File: src/rtl/kwd_pkg.sv
package kwd_pkg;
  localparam int COUNT_W = 9;
  localparam int KEY_W   = 7;
  localparam int EN_BIT  = 8;
  localparam int REG_W   = COUNT_W + KEY_W;

  function automatic logic [KEY_W-1:0] key_of(input logic [REG_W-1:0] v);
    return v[REG_W-1:COUNT_W];
  endfunction

  function automatic logic [COUNT_W-1:0] count_of(input logic [REG_W-1:0] v);
    return v[COUNT_W-1:0];
  endfunction
endpackage

File: src/rtl/kwd_prescaler.sv
module kwd_prescaler #(
  parameter int DIV = 4
) (
  input  logic clk,
  input  logic rst,
  input  logic restart,
  output logic tick
);
  localparam int W = (DIV > 1) ? $clog2(DIV) : 1;
  localparam logic [W-1:0] LAST = W'(DIV - 1);

  logic [W-1:0] pcnt;

  always_ff @(posedge clk) begin
    if (rst || restart) pcnt <= '0;
    else if (pcnt == LAST) pcnt <= '0;
    else pcnt <= pcnt + W'(1);
  end

  assign tick = (pcnt == LAST);

  generate
    if (DIV > 1) begin : g_gap
      p_tick_gap_r6: assert property (@(posedge clk) disable iff (rst)
        (tick && !restart) |=> !tick);
    end
  endgenerate
endmodule

File: src/rtl/kwd_keygate.sv
module kwd_keygate
  import kwd_pkg::*;
(
  input  logic             clk,
  input  logic             rst,
  input  logic             wr_ctrl,
  input  logic [REG_W-1:0] wr_data,
  output logic [REG_W-1:0] ctrl_q,
  output logic             accept
);
  logic             armed;
  logic [KEY_W-1:0] want_key;

  assign armed    = ctrl_q[EN_BIT];
  assign want_key = ~key_of(ctrl_q);
  assign accept   = wr_ctrl && (!armed || key_of(wr_data) == want_key);

  always_ff @(posedge clk) begin
    if (rst) ctrl_q <= '0;
    else if (accept) ctrl_q <= wr_data;
  end

  p_reject_holds_r4: assert property (@(posedge clk) disable iff (rst)
    (wr_ctrl && ctrl_q[EN_BIT] && (wr_data[REG_W-1:COUNT_W] != ~ctrl_q[REG_W-1:COUNT_W]))
    |=> $stable(ctrl_q));

  p_disabled_accepts_r3: assert property (@(posedge clk) disable iff (rst)
    (wr_ctrl && !ctrl_q[EN_BIT]) |=> (ctrl_q == $past(wr_data)));
endmodule

File: src/rtl/kwd_stage.sv
module kwd_stage
  import kwd_pkg::*;
#(
  parameter int GRACE = 10
) (
  input  logic               clk,
  input  logic               rst,
  input  logic               load,
  input  logic [COUNT_W-1:0] load_val,
  input  logic               tick,
  output logic [COUNT_W-1:0] cnt_q,
  output logic               run_q,
  output logic               nmi_q,
  output logic               rst_req_q
);
  localparam logic [COUNT_W-1:0] GRACE_V = COUNT_W'(GRACE);
  localparam logic [COUNT_W-1:0] ONE     = COUNT_W'(1);

  always_ff @(posedge clk) begin
    if (rst) begin
      cnt_q     <= '0;
      run_q     <= 1'b0;
      nmi_q     <= 1'b0;
      rst_req_q <= 1'b0;
    end else if (load) begin
      cnt_q <= load_val;
      run_q <= load_val[EN_BIT];
      nmi_q <= 1'b0;
    end else if (run_q && tick) begin
      if (cnt_q <= ONE) begin
        if (!nmi_q) begin
          nmi_q <= 1'b1;
          cnt_q <= GRACE_V;
        end else begin
          rst_req_q <= 1'b1;
          run_q     <= 1'b0;
          cnt_q     <= '0;
        end
      end else begin
        cnt_q <= cnt_q - ONE;
      end
    end
  end

  p_tick_decrement_r6: assert property (@(posedge clk) disable iff (rst)
    (run_q && tick && !load && cnt_q > ONE) |=> (cnt_q == $past(cnt_q) - ONE));

  p_stopped_holds_r5: assert property (@(posedge clk) disable iff (rst)
    (!run_q && !load) |=> $stable(cnt_q));

  p_load_clears_nmi_r5: assert property (@(posedge clk) disable iff (rst)
    load |=> !nmi_q);

  p_reset_after_nmi_r8: assert property (@(posedge clk) disable iff (rst)
    $rose(rst_req_q) |-> nmi_q);

  p_reset_sticky_r8: assert property (@(posedge clk) disable iff (rst)
    rst_req_q |=> rst_req_q);
endmodule

File: src/rtl/kwd_top.sv
module kwd_top
  import kwd_pkg::*;
#(
  parameter int              CLK_HZ   = 50_000_000,
  parameter int              TICK_HZ  = 760,
  parameter int              GRACE    = 10,
  parameter int              ADDR_W   = 8,
  parameter logic [ADDR_W-1:0] CTRL_OFS = ADDR_W'(8'h40),
  parameter logic [ADDR_W-1:0] STAT_OFS = ADDR_W'(8'h44)
) (
  input  logic              clk,
  input  logic              rst,
  input  logic              wr_en,
  input  logic [ADDR_W-1:0] wr_addr,
  input  logic [REG_W-1:0]  wr_data,
  input  logic              rd_en,
  input  logic [ADDR_W-1:0] rd_addr,
  output logic [REG_W-1:0]  rd_data,
  output logic              nmi,
  output logic              reset_req
);
  localparam int TICK_DIV = (CLK_HZ / TICK_HZ > 0) ? CLK_HZ / TICK_HZ : 1;
  localparam int PAD_W    = REG_W - COUNT_W - 2;

  logic               wr_ctrl;
  logic               accept;
  logic               tick;
  logic [REG_W-1:0]   ctrl_q;
  logic [COUNT_W-1:0] cnt_q;
  logic               run_q;

  assign wr_ctrl = wr_en && (wr_addr == CTRL_OFS);

  kwd_keygate u_gate (
    .clk     (clk),
    .rst     (rst),
    .wr_ctrl (wr_ctrl),
    .wr_data (wr_data),
    .ctrl_q  (ctrl_q),
    .accept  (accept)
  );

  kwd_prescaler #(.DIV(TICK_DIV)) u_pre (
    .clk     (clk),
    .rst     (rst),
    .restart (accept),
    .tick    (tick)
  );

  kwd_stage #(.GRACE(GRACE)) u_stage (
    .clk       (clk),
    .rst       (rst),
    .load      (accept),
    .load_val  (count_of(wr_data)),
    .tick      (tick),
    .cnt_q     (cnt_q),
    .run_q     (run_q),
    .nmi_q     (nmi),
    .rst_req_q (reset_req)
  );

  always_ff @(posedge clk) begin
    if (rst) rd_data <= '0;
    else if (rd_en) begin
      if (rd_addr == CTRL_OFS)      rd_data <= ctrl_q;
      else if (rd_addr == STAT_OFS) rd_data <= {{PAD_W{1'b0}}, nmi, run_q, cnt_q};
      else                          rd_data <= '0;
    end
  end

  p_nmi_needs_run_r7: assert property (@(posedge clk) disable iff (rst)
    $rose(nmi) |-> $past(run_q));
endmodule

File: config.mk
export PLATFORM = sky130hd
export DESIGN_NAME = kwd_top
export DESIGN_NICKNAME = d
export VERILOG_FILES = /design/src/rtl/kwd_pkg.sv /design/src/rtl/kwd_prescaler.sv /design/src/rtl/kwd_keygate.sv /design/src/rtl/kwd_stage.sv /design/src/rtl/kwd_top.sv
export SDC_FILE = /design/constraint.sdc
export NUM_CORES = 1
export LEC_CHECK = 0
export BUFFER_PORTS_ARGS = -buffer_cell sky130_fd_sc_hd__buf_4
export CORE_MARGIN = 4
export CORE_UTILIZATION = 35
export CTS_CLUSTER_DIAMETER = 120
export CTS_CLUSTER_SIZE = 20
export DETAILED_ROUTE_END_ITERATION = 16
export PLACE_DENSITY = 0.66
export SYNTH_ARGS = -nofsm -noshare
export SYNTH_HDL_FRONTEND = slang
export SYNTH_SLANG_ARGS = --single-unit
File: constraint.sdc
create_clock -name clk -period 1.9 [get_ports clk]
set_clock_uncertainty 0.1 [all_clocks]
set_input_delay 0.095 -clock clk [delete_from_list [all_inputs] [get_ports clk]]
set_output_delay 0.095 -clock clk [all_outputs]
set_load 0.005 [all_outputs]
* Yosys cells after proc, flatten, opt, wreduce, memory -nomap -nowiden *
Cells that the tools add are included.

word-level totals
  bits in registers = 61
  bits of input ports = 36
  word-level logic and storage cells = 41

operators by class
  $add $sub $neg = 2
  order comparisons = 1
  eq/ne operators = 5
  mux-type cells = 10
  bitwise logic cells = 2
  reductions and logical operators = 14

operators by type and width
  kind                     number
  $mux W9                  3
  $eq A8 B7 Y1 const B     3
  $add A17 B1 Y17 const B  1
  $eq A17 B17 Y1 const B   1
  $mux W16                 1
  $mux W11                 1
  $le A9 B1 Y1 const B     1
  $sub A9 B1 Y9 const B    1
  $eq A7 B7 Y1             1
  $not A7 Y7               1
  $reduce_bool A2 Y1       3
  $mux W1                  4
  $mux W4                  1
  $reduce_and A4 Y1        1
  $reduce_or A2 Y1         2
  $logic_and A1 B1 Y1      3
  $reduce_and A3 Y1        1
  $logic_or A1 B1 Y1       2
  $reduce_and A2 Y1        1
  $logic_not A1 Y1         1
  $not A1 Y1               1

* Longest topological paths before layout *
  word-level depth = 6
  mapped depth = 9

* By module *
Synthesis repeated with hierarchy kept, for this count alone.

unflattened totals
  cells, all modules = 331
  area, all modules = 3231.8 um^2

modules (own cells, without submodules)
  module         times used  cells an instance  area each (um^2)  seq. area each (um^2)
  kwd_prescaler  1           92                 834.6             340.3
  kwd_top        1           69                 822.0             320.3
  kwd_keygate    1           79                 813.3             320.3
  kwd_stage      1           91                 762.0             240.2

* Worst setup path before layout *
Ideal clock, no wire load.

  path type = register to register
  from = register u_stage.cnt_q[3]
  to = register u_stage.cnt_q[5]
  arrival = 1.737 ns
  data required time = 1.709 ns
  setup slack = -0.028 ns
  cell stages (with the launch flop) = 5
  buffers on the path = 0
  clock period less this slack = 1.928 ns
  path through = dfxtp_1 or4_4 or3_1 or3_1 a311oi_1

on the way
  word-level cells in the longest chain between the ends = 4
  elaborated cells between the ends (all ways) = 5

RTL lines
  element                                        RTL line                          RTL
  start: declaration                             kwd_stage.sv:11                   output logic [COUNT_W-1:0] cnt_q,
  start signal: assignment                       kwd_stage.sv:26                   cnt_q <= load_val;
  start signal: assignment                       kwd_stage.sv:40                   cnt_q <= cnt_q - ONE;
  $sub A9 B1 Y9 or $le A9 B1 Y1 (tied branches)  kwd_stage.sv:40, kwd_stage.sv:30
  $mux W9 *                                      kwd_stage.sv:30                   if (cnt_q <= ONE) begin
  $mux W9 *                                      kwd_stage.sv:29                   end else if (run_q && tick) begin
  $mux W9 *                                      kwd_stage.sv:25                   end else if (load) begin

Mark *: on every way between the ends. The rest lies on a longest branch, timed or not. The select of a mux whose other input is x is not followed.
A chain may end at the register's enable or synchronous reset.

* Worst setup path after layout *
  from = register u_stage.cnt_q[5]
  to = register u_stage.cnt_q[5]

Same word-level chain as after synthesis.

==> metrics.txt <==
Sink Count=61; layout cells sized above 1=41.2%; first-pass GRT wire length=13.1 mm; min-delay src=rd_en; CP max stage cell=or4_4; vias per inst=4.87; switching power=0.679 mW; r2r startpoint=u_stage.cnt_q[5]; CTS tree=done; delay-heaviest family, CP=simple AND/OR/NAND/NOR gates; first element of the critical path=u_stage.cnt_q[5]; Post-Syn Area=2910 µm²; pwr dens=609 nW/µm²; CTS Buf Count=9; H-tree levels=3; WP data arrival=2.25 ns; I/O pin count=54; synth warn=0; vias in the first global route=2710; final setup margin=-0.208 ns; Final Power=2.71 mW; top cell type by total area after synthesis=dfxtp_1; commonest non-fill, non-tap cell in the layout=buf_4; combinational group share of total power=8.3%; post-synthesis sequential area ratio=41.9%; Cell Area, Placed=3690 µm²; worst vdd ir=0.540 mV; Crit path required time=2.05 ns; CP Capture Type=flop; largest net degree at the start of global routing=31; Tmin final=2.11 ns; CP max FO=3; Yosys top cell area share=41.9%; Clock Power Share=44.2%; part of the power in registers=47.4%; Die X=99.2 µm; Setup WS pre-CTS=-0.141 ns; WP buf/inv=0; cells after synthesis=326; Worst Hold Class=input port to flop; Largest stage delay, worst path=0.55 ns; relative slew slack=71.6%; final setup vio count=33; failing checks=negative setup slack; starting density of the core=35.8%; Layout fillers=669; antenna violations before repair=0; Area Growth Syn to Fin=53.0%; number of library cell types mapped by synthesis=42; Worst-Margin Slew=0.425 ns; outcome=finished, violations left; Internal=2.03 mW; number of max-cap violations=0; root buffer cell=clkbuf_8; Buffers on Ports=53; Final nets=482; Sequential Area=1230 µm²; max frequency=474 MHz; total wire length=8.24 mm; Tcrit/Tclk final=111%; worst-skew pair later-pin latency=0.35 ns; Max clock buf depth=2; Core ar.=8130 µm²; DRC=0; ANT cells=0; die height=99.2 µm; # rows=33; total congestion overflow=0; switching power share of the total=25.1%; All-Layer GR Usage=16.6%; 1st-pass router iterations=4; max-slew violations=0; DIE AREA=9840 µm²; final instance area=4450 µm²; DP HPWL=5.29 mm; commonest cells after routing, fill and taps aside=buf_4, dfxtp_1, nor2_1, nor2b_1, a21oi_1; Crit Path Class=flop to flop; Fin. Hold Viols=0; RePlAce Congestion=0.916; area occupied by multi-input gates=1820 µm²; LEAKAGE=1.80 nW; synthesized flop and latch total=61; Synth area leaders=dfxtp_1, nor2_1, mux2i_1; post-detailed-route count of antenna-violating nets=0; RSZ-0062 raised after global routing=true; vias=2688; CP Cell Sequence=or4_4, or3_4, or3_1, a311oi_2; DR WL/cell=14.9 µm; element type at the critical path start=flop; initial drt markers=151; Syn Nets=366; average size of a mapped cell=8.93 µm²; clk slew on worst S/H paths=0.08 ns
power by group through the flow:
stage | Sequential, mW | Clock, mW | Combinational [mW]
finish | 1.29 | 1.20 | 0.226
floorplan | 1.32 | 0 | 0.0581
global placement | 1.32 | 0 | 0.155
detailed placement | 1.32 | 0 | 0.157
CTS | 1.29 | 1.22 | 0.201
global route | 1.29 | 1.28 | 0.243
cells in the mapped netlist:
library cell  count
or4_4             3
ha_1              4
a211oi_1          1
mux2_2           12
o21ai_0           7
o21bai_1          1
nor3_1            5
nand2_1          12
mux2i_1          19
nor2b_1          22
nor3b_1           4
and3b_2           1
inv_1             6
buf_1             2
nor4b_1           1
or3_2             1
nor4_1            2
nor4_4            1
or3_1             3
nand4_1           5
buf_2             5
or4_2             1
nand3b_1          2
and2b_2           1
a21oi_1          21
nand3_1           8
nand2_2           1
o41ai_1           2
dfxtp_1          61
nand4bb_1         2
xor2_1           18
and2_1            1
a311oi_1          3
and4b_1           1
xnor2_1           7
nand2b_1          3
nor2_1           61
and4_1            3
and3_1            4
nor3_2            1
clkbuf_1          7
buf_4             1
registers in the layout (all words and copies together), names as in the netlist:
| register | cells |
|---|---|
| rd_data | 16 |
| u_stage.run_q | 1 |
| u_pre.pcnt | 17 |
| u_gate.ctrl_q | 16 |
| u_stage.cnt_q | 9 |
| u_stage.rst_req_q | 1 |
| u_stage.nmi_q | 1 |
kinds of logic after synthesis:
kind of cell	after synthesis	share of synthesized area [%]
xor gates and xnor gates	25	7.52
DFF	61	41.9
AOI/OAI and AO/OA	35	6.83
muxes	31	11.2
and+or+nand+nor	149	27.8
adders and majority gates	4	1.72
buffers and inverters	21	3.05
worst paths after layout:
kind                            end  slack [ns]  depth (start not counted)
setup reg to reg   u_stage.cnt_q[5]       -0.21                          4
hold / removal          rd_data[14]        0.09                          4
setup / recovery   u_stage.cnt_q[5]       -0.21                          4
hold reg to reg   u_stage.rst_req_q        0.39                          2
per-stage QoR:
stage / std cells / utilization [%] / hold slack [ns] / TNS, ns
after floorplan: 326 / - / 0.136 / -0.0398
after CTS: 548 / 52.1 / 0.0791 / -0.463
final: 552 / 54.8 / 0.0928 / -1.22
after global routing: 552 / 54.8 / 0.113 / -7.15
after global placement: 509 / 45.4 / 0.240 / -1.46
after detailed placement: 509 / 45.4 / 0.258 / -2.40
metal layers:
metal / track usage [%] / wire length [µm] / part of all wire (%) / vias up
li1: - / - / - / 1351
met1: 21.1 / 3580 / 43 / 1262
met2: 27.2 / 4080 / 50 / 61
met3: 4.21 / 413 / 5.0 / 14
met4: 6.09 / 161 / 2.0 / 0
met5: 0 / 0 / 0 / -
timing repair:
action,4_1_cts,5_1_grt
gates cloned,1,2
endpoints found under the hold margin,29,0
resized for setup,30,39
endpoints found under the setup margin,41,44
hold buffers,17,0
setup buffers,5,2
pin swaps,16,9
worst reg2reg max path, delay by kind of cell, from the launching register on:
kind | cells | cell delay (ns)
AOI/OAI and AO/OA | 1 | 0.29
DFF | 1 | 0.33
and+or+nand+nor | 3 | 1.29
area by class of cell:
| type | count | share of cell area (%) |
|---|---|---|
| clock buffer | 9 | 2.78 |
| clock inverter | 7 | 1.83 |
| inverter | 6 | 0.506 |
| multi-input combinational | 244 | 40.8 |
| sequential | 61 | 27.6 |
| tap | 105 | 2.95 |
| timing repair buffer | 120 | 23.6 |
Note: power is estimated with default switching activity, not from simulation.
